==> src/rtl/phy_tune_pkg.sv <==
package phy_tune_pkg;

  typedef enum logic [2:0] {
    PH_IDLE,
    PH_WIPE,
    PH_ADDR,
    PH_DATA,
    PH_RAISE,
    PH_DROP
  } phase_e;

  // One-cycle update strobes from control to datapath
  typedef struct packed {
    logic load;     // latch a new command
    logic wipe;     // zero the whole register
    logic putAddr;  // write current bit address
    logic putData;  // write data bit, clear strobe
    logic raise;    // set strobe
    logic drop;     // clear strobe, advance to next bit
  } tuneStb_t;

endpackage

==> src/rtl/phy_tune_ctl.sv <==
module phy_tune_ctl
  import phy_tune_pkg::*;
#(
  parameter int DATA_W = 32,
  parameter int HOLD   = 0,
  localparam int LEN_W  = $clog2(DATA_W + 1),
  localparam int HOLD_W = (HOLD > 0) ? $clog2(HOLD + 1) : 1
) (
  input  logic             clk,
  input  logic             rstN,
  input  logic             cmdValid,
  input  logic [LEN_W-1:0] cmdLen,
  input  logic             zeroFirst,
  output tuneStb_t         stb,
  output logic             busy,
  output logic             done,
  output logic             err
);

  phase_e            phase;
  logic [LEN_W-1:0]  bitsLeft;
  logic [HOLD_W-1:0] holdCnt;
  logic              step;
  logic              lenOk;

  assign lenOk = (cmdLen != '0) && (cmdLen <= LEN_W'(DATA_W));
  assign step  = (holdCnt == HOLD_W'(HOLD));
  assign busy  = (phase != PH_IDLE);

  always_comb begin
    stb         = '0;
    stb.load    = (phase == PH_IDLE) && cmdValid && lenOk;
    stb.wipe    = (phase == PH_WIPE)  && step;
    stb.putAddr = (phase == PH_ADDR)  && step;
    stb.putData = (phase == PH_DATA)  && step;
    stb.raise   = (phase == PH_RAISE) && step;
    stb.drop    = (phase == PH_DROP)  && step;
  end

  always_ff @(posedge clk) begin
    if (!rstN) begin
      phase    <= PH_IDLE;
      bitsLeft <= '0;
      holdCnt  <= '0;
      done     <= 1'b0;
      err      <= 1'b0;
    end else begin
      done <= 1'b0;
      err  <= 1'b0;
      if (phase == PH_IDLE) begin
        if (cmdValid) begin
          if (lenOk) begin
            phase    <= zeroFirst ? PH_WIPE : PH_ADDR;
            bitsLeft <= cmdLen;
            holdCnt  <= '0;
          end else begin
            err <= 1'b1;
          end
        end
      end else begin
        if (cmdValid) err <= 1'b1;
        if (step) begin
          holdCnt <= '0;
          unique case (phase)
            PH_WIPE:  phase <= PH_ADDR;
            PH_ADDR:  phase <= PH_DATA;
            PH_DATA:  phase <= PH_RAISE;
            PH_RAISE: phase <= PH_DROP;
            PH_DROP: begin
              bitsLeft <= bitsLeft - 1'b1;
              if (bitsLeft == LEN_W'(1)) begin
                phase <= PH_IDLE;
                done  <= 1'b1;
              end else begin
                phase <= PH_ADDR;
              end
            end
            default: phase <= PH_IDLE;
          endcase
        end else begin
          holdCnt <= holdCnt + 1'b1;
        end
      end
    end
  end


  busy_reject_chk: assert property (@(posedge clk) disable iff (!rstN)
    (busy && cmdValid) |=> err);


  done_pulse_chk: assert property (@(posedge clk) disable iff (!rstN)
    done |-> (!busy && $past(busy)));


  busy_count_chk: assert property (@(posedge clk) disable iff (!rstN)
    busy |-> (bitsLeft != '0));


  bad_len_chk: assert property (@(posedge clk) disable iff (!rstN)
    (!busy && cmdValid && !lenOk) |=> (err && !busy));

endmodule

==> src/rtl/phy_tune_dp.sv <==
module phy_tune_dp
  import phy_tune_pkg::*;
#(
  parameter int          REG_W    = 32,
  parameter int          DATA_W   = 32,
  parameter int          ADDR_W   = 8,
  parameter int          ADDR_LSB = 8,
  parameter int          DATA_BIT = 7,
  parameter int          PHYS     = 4,
  parameter logic [31:0] REG_INIT = 32'h5A3C_002A,
  localparam int PHY_W = (PHYS > 1) ? $clog2(PHYS) : 1,
  localparam int POS_W = $clog2(REG_W)
) (
  input  logic              clk,
  input  logic              rstN,
  input  tuneStb_t          stb,
  input  logic [ADDR_W-1:0] cmdAddr,
  input  logic [DATA_W-1:0] cmdData,
  input  logic [PHY_W-1:0]  cmdPhy,
  output logic [REG_W-1:0]  ctlReg
);

  logic [REG_W-1:0]  ctlQ;
  logic [ADDR_W-1:0] addrCur;
  logic [DATA_W-1:0] dataSh;
  logic [PHY_W-1:0]  phySel;
  logic [POS_W-1:0]  strobePos;
  logic [REG_W-1:0]  strobeMask;
  logic [REG_W-1:0]  fieldMask;
  logic [REG_W-1:0]  keepMask;

  assign strobePos  = POS_W'(phySel) << 1;
  assign strobeMask = REG_W'(1) << strobePos;
  assign fieldMask  = (((REG_W'(1) << ADDR_W) - 1'b1) << ADDR_LSB)
                    | (REG_W'(1) << DATA_BIT);
  assign keepMask   = ~(fieldMask | strobeMask);

  always_ff @(posedge clk) begin
    if (!rstN) begin
      ctlQ    <= REG_INIT[REG_W-1:0];
      addrCur <= '0;
      dataSh  <= '0;
      phySel  <= '0;
    end else begin
      if (stb.load) begin
        addrCur <= cmdAddr;
        dataSh  <= cmdData;
        phySel  <= cmdPhy;
      end
      if (stb.wipe) ctlQ <= '0;
      if (stb.putAddr) ctlQ[ADDR_LSB +: ADDR_W] <= addrCur;
      if (stb.putData) begin
        ctlQ[DATA_BIT]  <= dataSh[0];
        ctlQ[strobePos] <= 1'b0;
      end
      if (stb.raise) ctlQ[strobePos] <= 1'b1;
      if (stb.drop) begin
        ctlQ[strobePos] <= 1'b0;
        addrCur         <= addrCur + 1'b1;
        dataSh          <= dataSh >> 1;
      end
    end
  end

  assign ctlReg = ctlQ;


  keep_bits_chk: assert property (@(posedge clk) disable iff (!rstN)
    !stb.wipe |=> ((ctlQ & keepMask) == ($past(ctlQ) & keepMask)));


  strobe_onehot_chk: assert property (@(posedge clk) disable iff (!rstN)
    $onehot0({ctlQ[6], ctlQ[4], ctlQ[2], ctlQ[0]}));


  strobe_settled_chk: assert property (@(posedge clk) disable iff (!rstN)
    $rose(|(ctlQ & strobeMask)) |->
      $stable(ctlQ[ADDR_LSB +: ADDR_W]) && $stable(ctlQ[DATA_BIT]));

endmodule

==> src/rtl/phy_tune_writer.sv <==
module phy_tune_writer
  import phy_tune_pkg::*;
#(
  parameter int          DATA_W   = 32,
  parameter int          HOLD     = 0,
  parameter logic [31:0] REG_INIT = 32'h5A3C_002A
) (
  input  logic        clk,
  input  logic        rstN,
  input  logic        cmdValid,
  input  logic [7:0]  cmdAddr,
  input  logic [31:0] cmdData,
  input  logic [5:0]  cmdLen,
  input  logic [1:0]  cmdPhy,
  input  logic        zeroFirst,
  output logic [31:0] ctlReg,
  output logic        busy,
  output logic        done,
  output logic        err
);

  tuneStb_t stb;

  phy_tune_ctl #(
    .DATA_W (DATA_W),
    .HOLD   (HOLD)
  ) i_ctl (
    .clk       (clk),
    .rstN      (rstN),
    .cmdValid  (cmdValid),
    .cmdLen    (cmdLen),
    .zeroFirst (zeroFirst),
    .stb       (stb),
    .busy      (busy),
    .done      (done),
    .err       (err)
  );

  phy_tune_dp #(
    .REG_W    (32),
    .DATA_W   (DATA_W),
    .ADDR_W   (8),
    .ADDR_LSB (8),
    .DATA_BIT (7),
    .PHYS     (4),
    .REG_INIT (REG_INIT)
  ) i_dp (
    .clk     (clk),
    .rstN    (rstN),
    .stb     (stb),
    .cmdAddr (cmdAddr),
    .cmdData (cmdData),
    .cmdPhy  (cmdPhy),
    .ctlReg  (ctlReg)
  );

endmodule

==> config.mk <==
export PLATFORM = sky130hd
export DESIGN_NAME = phy_tune_writer
export DESIGN_NICKNAME = d
export VERILOG_FILES = /design/src/rtl/phy_tune_pkg.sv /design/src/rtl/phy_tune_ctl.sv /design/src/rtl/phy_tune_dp.sv /design/src/rtl/phy_tune_writer.sv
export SDC_FILE = /design/constraint.sdc
export NUM_CORES = 1
export LEC_CHECK = 0
export BUFFER_PORTS_ARGS = -buffer_cell sky130_fd_sc_hd__buf_2
export CELL_PAD_IN_SITES_DETAIL_PLACEMENT = 1
export CELL_PAD_IN_SITES_GLOBAL_PLACEMENT = 2
export CORE_MARGIN = 4
export CORE_UTILIZATION = 34
export DETAILED_ROUTE_END_ITERATION = 16
export GPL_ROUTABILITY_DRIVEN = 0
export GPL_TIMING_DRIVEN = 0
export PLACE_DENSITY = 0.93
export SYNTH_ARGS = -nofsm -noshare
export SYNTH_HDL_FRONTEND = slang
export SYNTH_HIERARCHICAL = 1
export SYNTH_SLANG_ARGS = --single-unit
export TNS_END_PERCENT = 10
==> constraint.sdc <==
create_clock -name clk -period 3.6 [get_ports clk]
set_clock_uncertainty 0.15 [all_clocks]
set_input_delay 0.36 -clock clk [delete_from_list [all_inputs] [get_ports clk]]
set_output_delay 0.36 -clock clk [all_outputs]
set_load 0.01 [all_outputs]
### Word level (Yosys, flattened, before mapping)

Cells that the tools add are included.

| storage, ports and cells | value |
|---|---|
| register bits after elaboration | 86 |
| bits in latches | 0 |
| memory bits (writable) | 0 |
| ROM bits | 0 |
| input port bits | 52 |
| output and inout port bits | 35 |
| word-level logic and storage cells | 87 |
| memories | 0 |

| operators by class | value |
|---|---|
| $add $sub $neg | 3 |
| $mul | 0 |
| div/mod/pow operators | 0 |
| $lt $le $gt $ge | 3 |
| equality and inequality tests | 9 |
| shift-type cells | 0 |
| muxes and demuxes | 36 |
| bitwise gates (word level) | 7 |
| reductions and logical operators | 19 |

Operator list:

| operator | count |
|---|---|
| $mux 32 | 7 |
| $and 32x32->32 | 2 |
| $mux 31 | 2 |
| $mux 8 | 4 |
| $not 7->32 | 1 |
| $or 32x7->32 | 1 |
| $mux 6 | 5 |
| $pmux 3 s5 | 1 |
| $mux 3 | 4 |
| $mux 1 | 10 |
| $logic_and 1x1->1 | 9 |
| $add 8x1->8 const B | 1 |
| $eq 3x2->1 const B | 2 |
| $eq 3x3->1 const B | 2 |
| $eq 6x1->1 const B | 1 |
| $le 6x6->1 const B | 1 |
| $lt 3x6->1 const B | 1 |
| $reduce_bool 6->1 | 1 |
| $sub 6x1->6 const B | 1 |
| $mux 2 | 2 |
| $ne 2x2->1 const B | 2 |
| $reduce_and 4->1 | 1 |
| $reduce_bool 2->1 | 2 |
| $reduce_or 4->1 | 1 |
| 11 further kinds | 13 |

### Logic depth before layout (Yosys ltp)

| logic depth | value |
|---|---|
| depth in word-level cells | 14 |
| depth in mapped cells | 8 |
| mapped depth without buffers | 7 |

### Cells and area by module

Netlist, hierarchy kept.

Modules (own cells, without submodules):

| module | times used | cells each | area an instance (sq um) | seq. area each (sq um) |
|---|---|---|---|---|
| phy_tune_dp | 1 | 285 | 2745.1 | 1121.1 |
| phy_tune_ctl | 1 | 82 | 676.9 | 220.2 |

### Worst setup path after synthesis

No wires, ideal clock.

| timing | value |
|---|---|
| kind | in2reg |
| from | input port cmdLen[3] |
| to | register i_dp.addrCur[0] |
| library setup time | 0.128 ns |
| arrival | 2.132 ns |
| data required time | 3.322 ns |
| path slack | 1.190 ns |
| stages on the path | 8 |
| buffers on the path | 1 |
| cell sequence | or4_4 or3_4 nand4_4 inv_4 buf_2 and2b_1 a221oi_1 nor2_1 |

RTL lines:

| element | RTL line | source |
|---|---|---|
| start, declared | phy_tune_writer.sv:13 | `input logic [5:0] cmdLen,` |
| end signal, assigned | phy_tune_dp.sv:46 | `addrCur <= cmdAddr;` |
| end signal, assigned | phy_tune_dp.sv:59 | `addrCur <= addrCur + 1'b1;` |
| end, declared | phy_tune_dp.sv:24 | `logic [ADDR_W-1:0] addrCur;` |

==> flow_summary.yaml <==
timing:
  fmax_mhz: 405
  fin_ws_ps: 1130
  worst_hold_slack_ps: 134
  rsz0062_at_grt: "false"
  period_minus_slack_ps: 2470
  relSlewSlack_pct: 42.6
  report.final.slew_viol_count: 0
  hold_viol_final: 0
  tightestPinTransition_ps: 859
  fin_setup_tns_ps: 0
  setup_viol: 0
  finalCritPeriodShare_pct: 68.6
cells_and_area:
  final_cell_count_no_fill: 601
  seq_area_mm2: 0.00134
  layout.nets: 518
  fillers: 1168
  drive_gt1_share_pct: 33.8
  diodes: 0
  fin_util_pct: 43.8
  multi_input_area_mm2: 0.00182
  area_delta_synth_final_pct: 25.0
cts:
  cts_sinks: 67
  numCtsBuffers: 9
  postCtsSetupBuffers: 0
  clockBufferDepth: 2
  cts_resized: 0
  htree_levels: 3
  cts_root_buf: "clkbuf_8"
  clk_pin_slew_ps: 70
  holdBufCountCts: 0
  cts_tree: "yes"
  insertion_delay_ps: 340
yosys:
  synth_top_family_by_area: "multiplexers"
  synthFlopType: "dfxtp_1"
  ys_seq_elements: 67
  synthTopCellsByArea: "dfxtp_1 39%, mux2i_1 10%, mux2_2 7.6%"
  yosys_warnings: 6
  ys_seq_area_share_pct: 39.2
  synthAdderAreaFrac_pct: 1.10
  synth_area_mm2: 0.00342
  synth_cell_types: 55
  synth_common_cells: "67 x dfxtp_1, 49 x nor2_1, 35 x mux2i_1"
  async_reset_ff_share_pct: 0
  synth.most_common_cell: "dfxtp_1"
  yosys.area.top_type: "dfxtp_1"
  synth-compound-area-share_pct: 9.73
  synthCells: 367
  yosys.area_share.simple_pct: 19.4
  synth_edf_count: 0
  synth_area_per_cell_um2: 9.32
  synth_xor_area_share_pct: 0.512
  synth_mux_area_share_pct: 21.4
  synth_top_area_share_pct: 39.2
place:
  place_ws_ps: 853
  io_buffers: 78
  dp_hpwl_mm: 6.93
  dp.cells: 585
hold_path:
  hp-class: "in2reg"
  hold_depth: 3
die:
  num_rows: 36
  start_util_pct: 35.0
  core_area_mm2: 0.00977
  die_y_um: 108
  io_pins: 87
  die_width_um: 108
  dieArea_mm2: 0.0117
grt:
  grt_pass1_wl_mm: 15.0
  grt-ovfl-total: 0
  grt_usage_pct: 16.3
  grt_max_degree: 13
  met1_usage_pct: 19.2
  top_usage_layer: "met2"
  grt_pass1_vias: 3098
  grt_use_met2_pct: 28.5
  antenna_found_initial: 0
  grtUsageMet3_pct: 4.72
setup_path:
  cp-end-kind: "register"
  critPathKind: "reg2reg"
  worst-r2r-setup-slack_ps: 1130
  r2r-end: "i_dp/dataSh[23]$_SDFFE_PN0P_"
  r2r_cells: 8
  crit_arrival_ps: 2520
  worstPathRequired_ps: 3650
  cp-startpoint: "i_ctl/phase[0]$_SDFFE_PN0P_"
  crit_fanout: 10
  critical_path.reg2reg.startpoint: "i_ctl/phase[0]$_SDFFE_PN0P_"
  start_kind: "register"
  cp-endpoint: "i_dp/dataSh[23]$_SDFFE_PN0P_"
pwr:
  max-vdd-ir-drop_mv: 0.222
  power_density_mw_per_mm2: 460
  power_leakage_nw: 1.79
job:
  cap_violations: 0
routing:
  drtIter0Drc: 57
  dr.pass1.iters: 4
  vias_per_cell: 4.93
  routed_wirelength_mm: 9.27
  wire_per_inst_um: 15.4
  drc: 0
  drtAntennaViolNets: 0
  num_vias: 2965
outcome:
  outcome: "finished, final reports clean"
-- registers in the layout, indices dropped and copies added, names as in the netlist --
signal	flops
i_ctl/err	1
i_ctl/phase	3
i_dp/ctlReg	14
i_dp/addrCur	8
i_dp/dataSh	32
i_dp/phySel	2
i_ctl/done	1
i_ctl/bitsLeft	6
-- worst max-delay path, stage by stage, from the launching register on --
cell	delay, ps
dfxtp_1	300
clkbuf_1	180
nor3_1	440
nand4_4	230
inv_4	140
buf_2	270
mux2_1	370
mux2i_1	180
nor2_1	70
-- routing by layer --
layer / vias up / routed length [um]
li1: 1468 / -
met1: 1418 / 3980
met2: 69 / 4640
met3: 10 / 543
met4: 0 / 106
met5: - / 0
-- power breakdown --
part	switching, mW	internal, mW
clock network	0.307	0.551
logic	0.156	0.141
registers	0.0309	0.781
total	0.494	1.47
-- stage by stage --
stage	instance area, um^2	power, mW
finish	4280	1.97
global route	4280	2.06
CTS	4280	1.99
detailed placement	4010	1.13
global placement	4010	1.11
floorplan	3450	1.03
-- worst min-delay path by stage --
| stage | from | endpoint | slack [ps] |
|---|---|---|---|
| final | cmdValid | i_ctl/err$_SDFF_PN0_ | 130 |
| after CTS | cmdValid | i_ctl/err$_SDFF_PN0_ | 110 |
| after detailed placement | i_dp/ctlReg[6]$_SDFF_PN0_ | i_dp/ctlReg[6]$_SDFF_PN0_ | 330 |
| after floorplan | i_ctl/bitsLeft[5]$_SDFFE_PN0P_ | i_ctl/bitsLeft[5]$_SDFFE_PN0P_ | 300 |
| after global placement | i_ctl/bitsLeft[5]$_SDFFE_PN0P_ | i_ctl/bitsLeft[5]$_SDFFE_PN0P_ | 310 |
| after global routing | cmdValid | i_ctl/err$_SDFF_PN0_ | 130 |
-- cells by family after synthesis --
group	Yosys count
adder cells (fa/ha/maj)	3
other	1
flip-flops	67
AND/OR/NAND/NOR	127
multiplexers	69
XOR/XNOR	2
AO/OA/AOI/OAI	49
buffers and inverters	49
-- placed cells by master (no fill, tap or decap), drive strengths merged, types with 4 or more instances in the layout --
cell    instances
a211oi          4
a21oi          12
a31oi           5
buf           107
bufinv          4
clkbuf         22
conb            8
dfxtp          67
inv             8
mux2           34
mux2i          35
nand2          19
nand3          13
nand4           5
nor2           50
nor3            4
nor3b          14
o21ai           8
or3             8
-- cell type report --
cell class / count / share of cell area [%]
clock inverters: 6 / 3.19
multi-input cells: 258 / 42.4
repair buffers: 78 / 9.12
clock buffers: 10 / 3.22
well taps: 133 / 3.89
flip-flops and latches: 67 / 31.3
plain buffers: 41 / 6.05
inverters: 8 / 0.760
(Power assumes the default switching activity.)
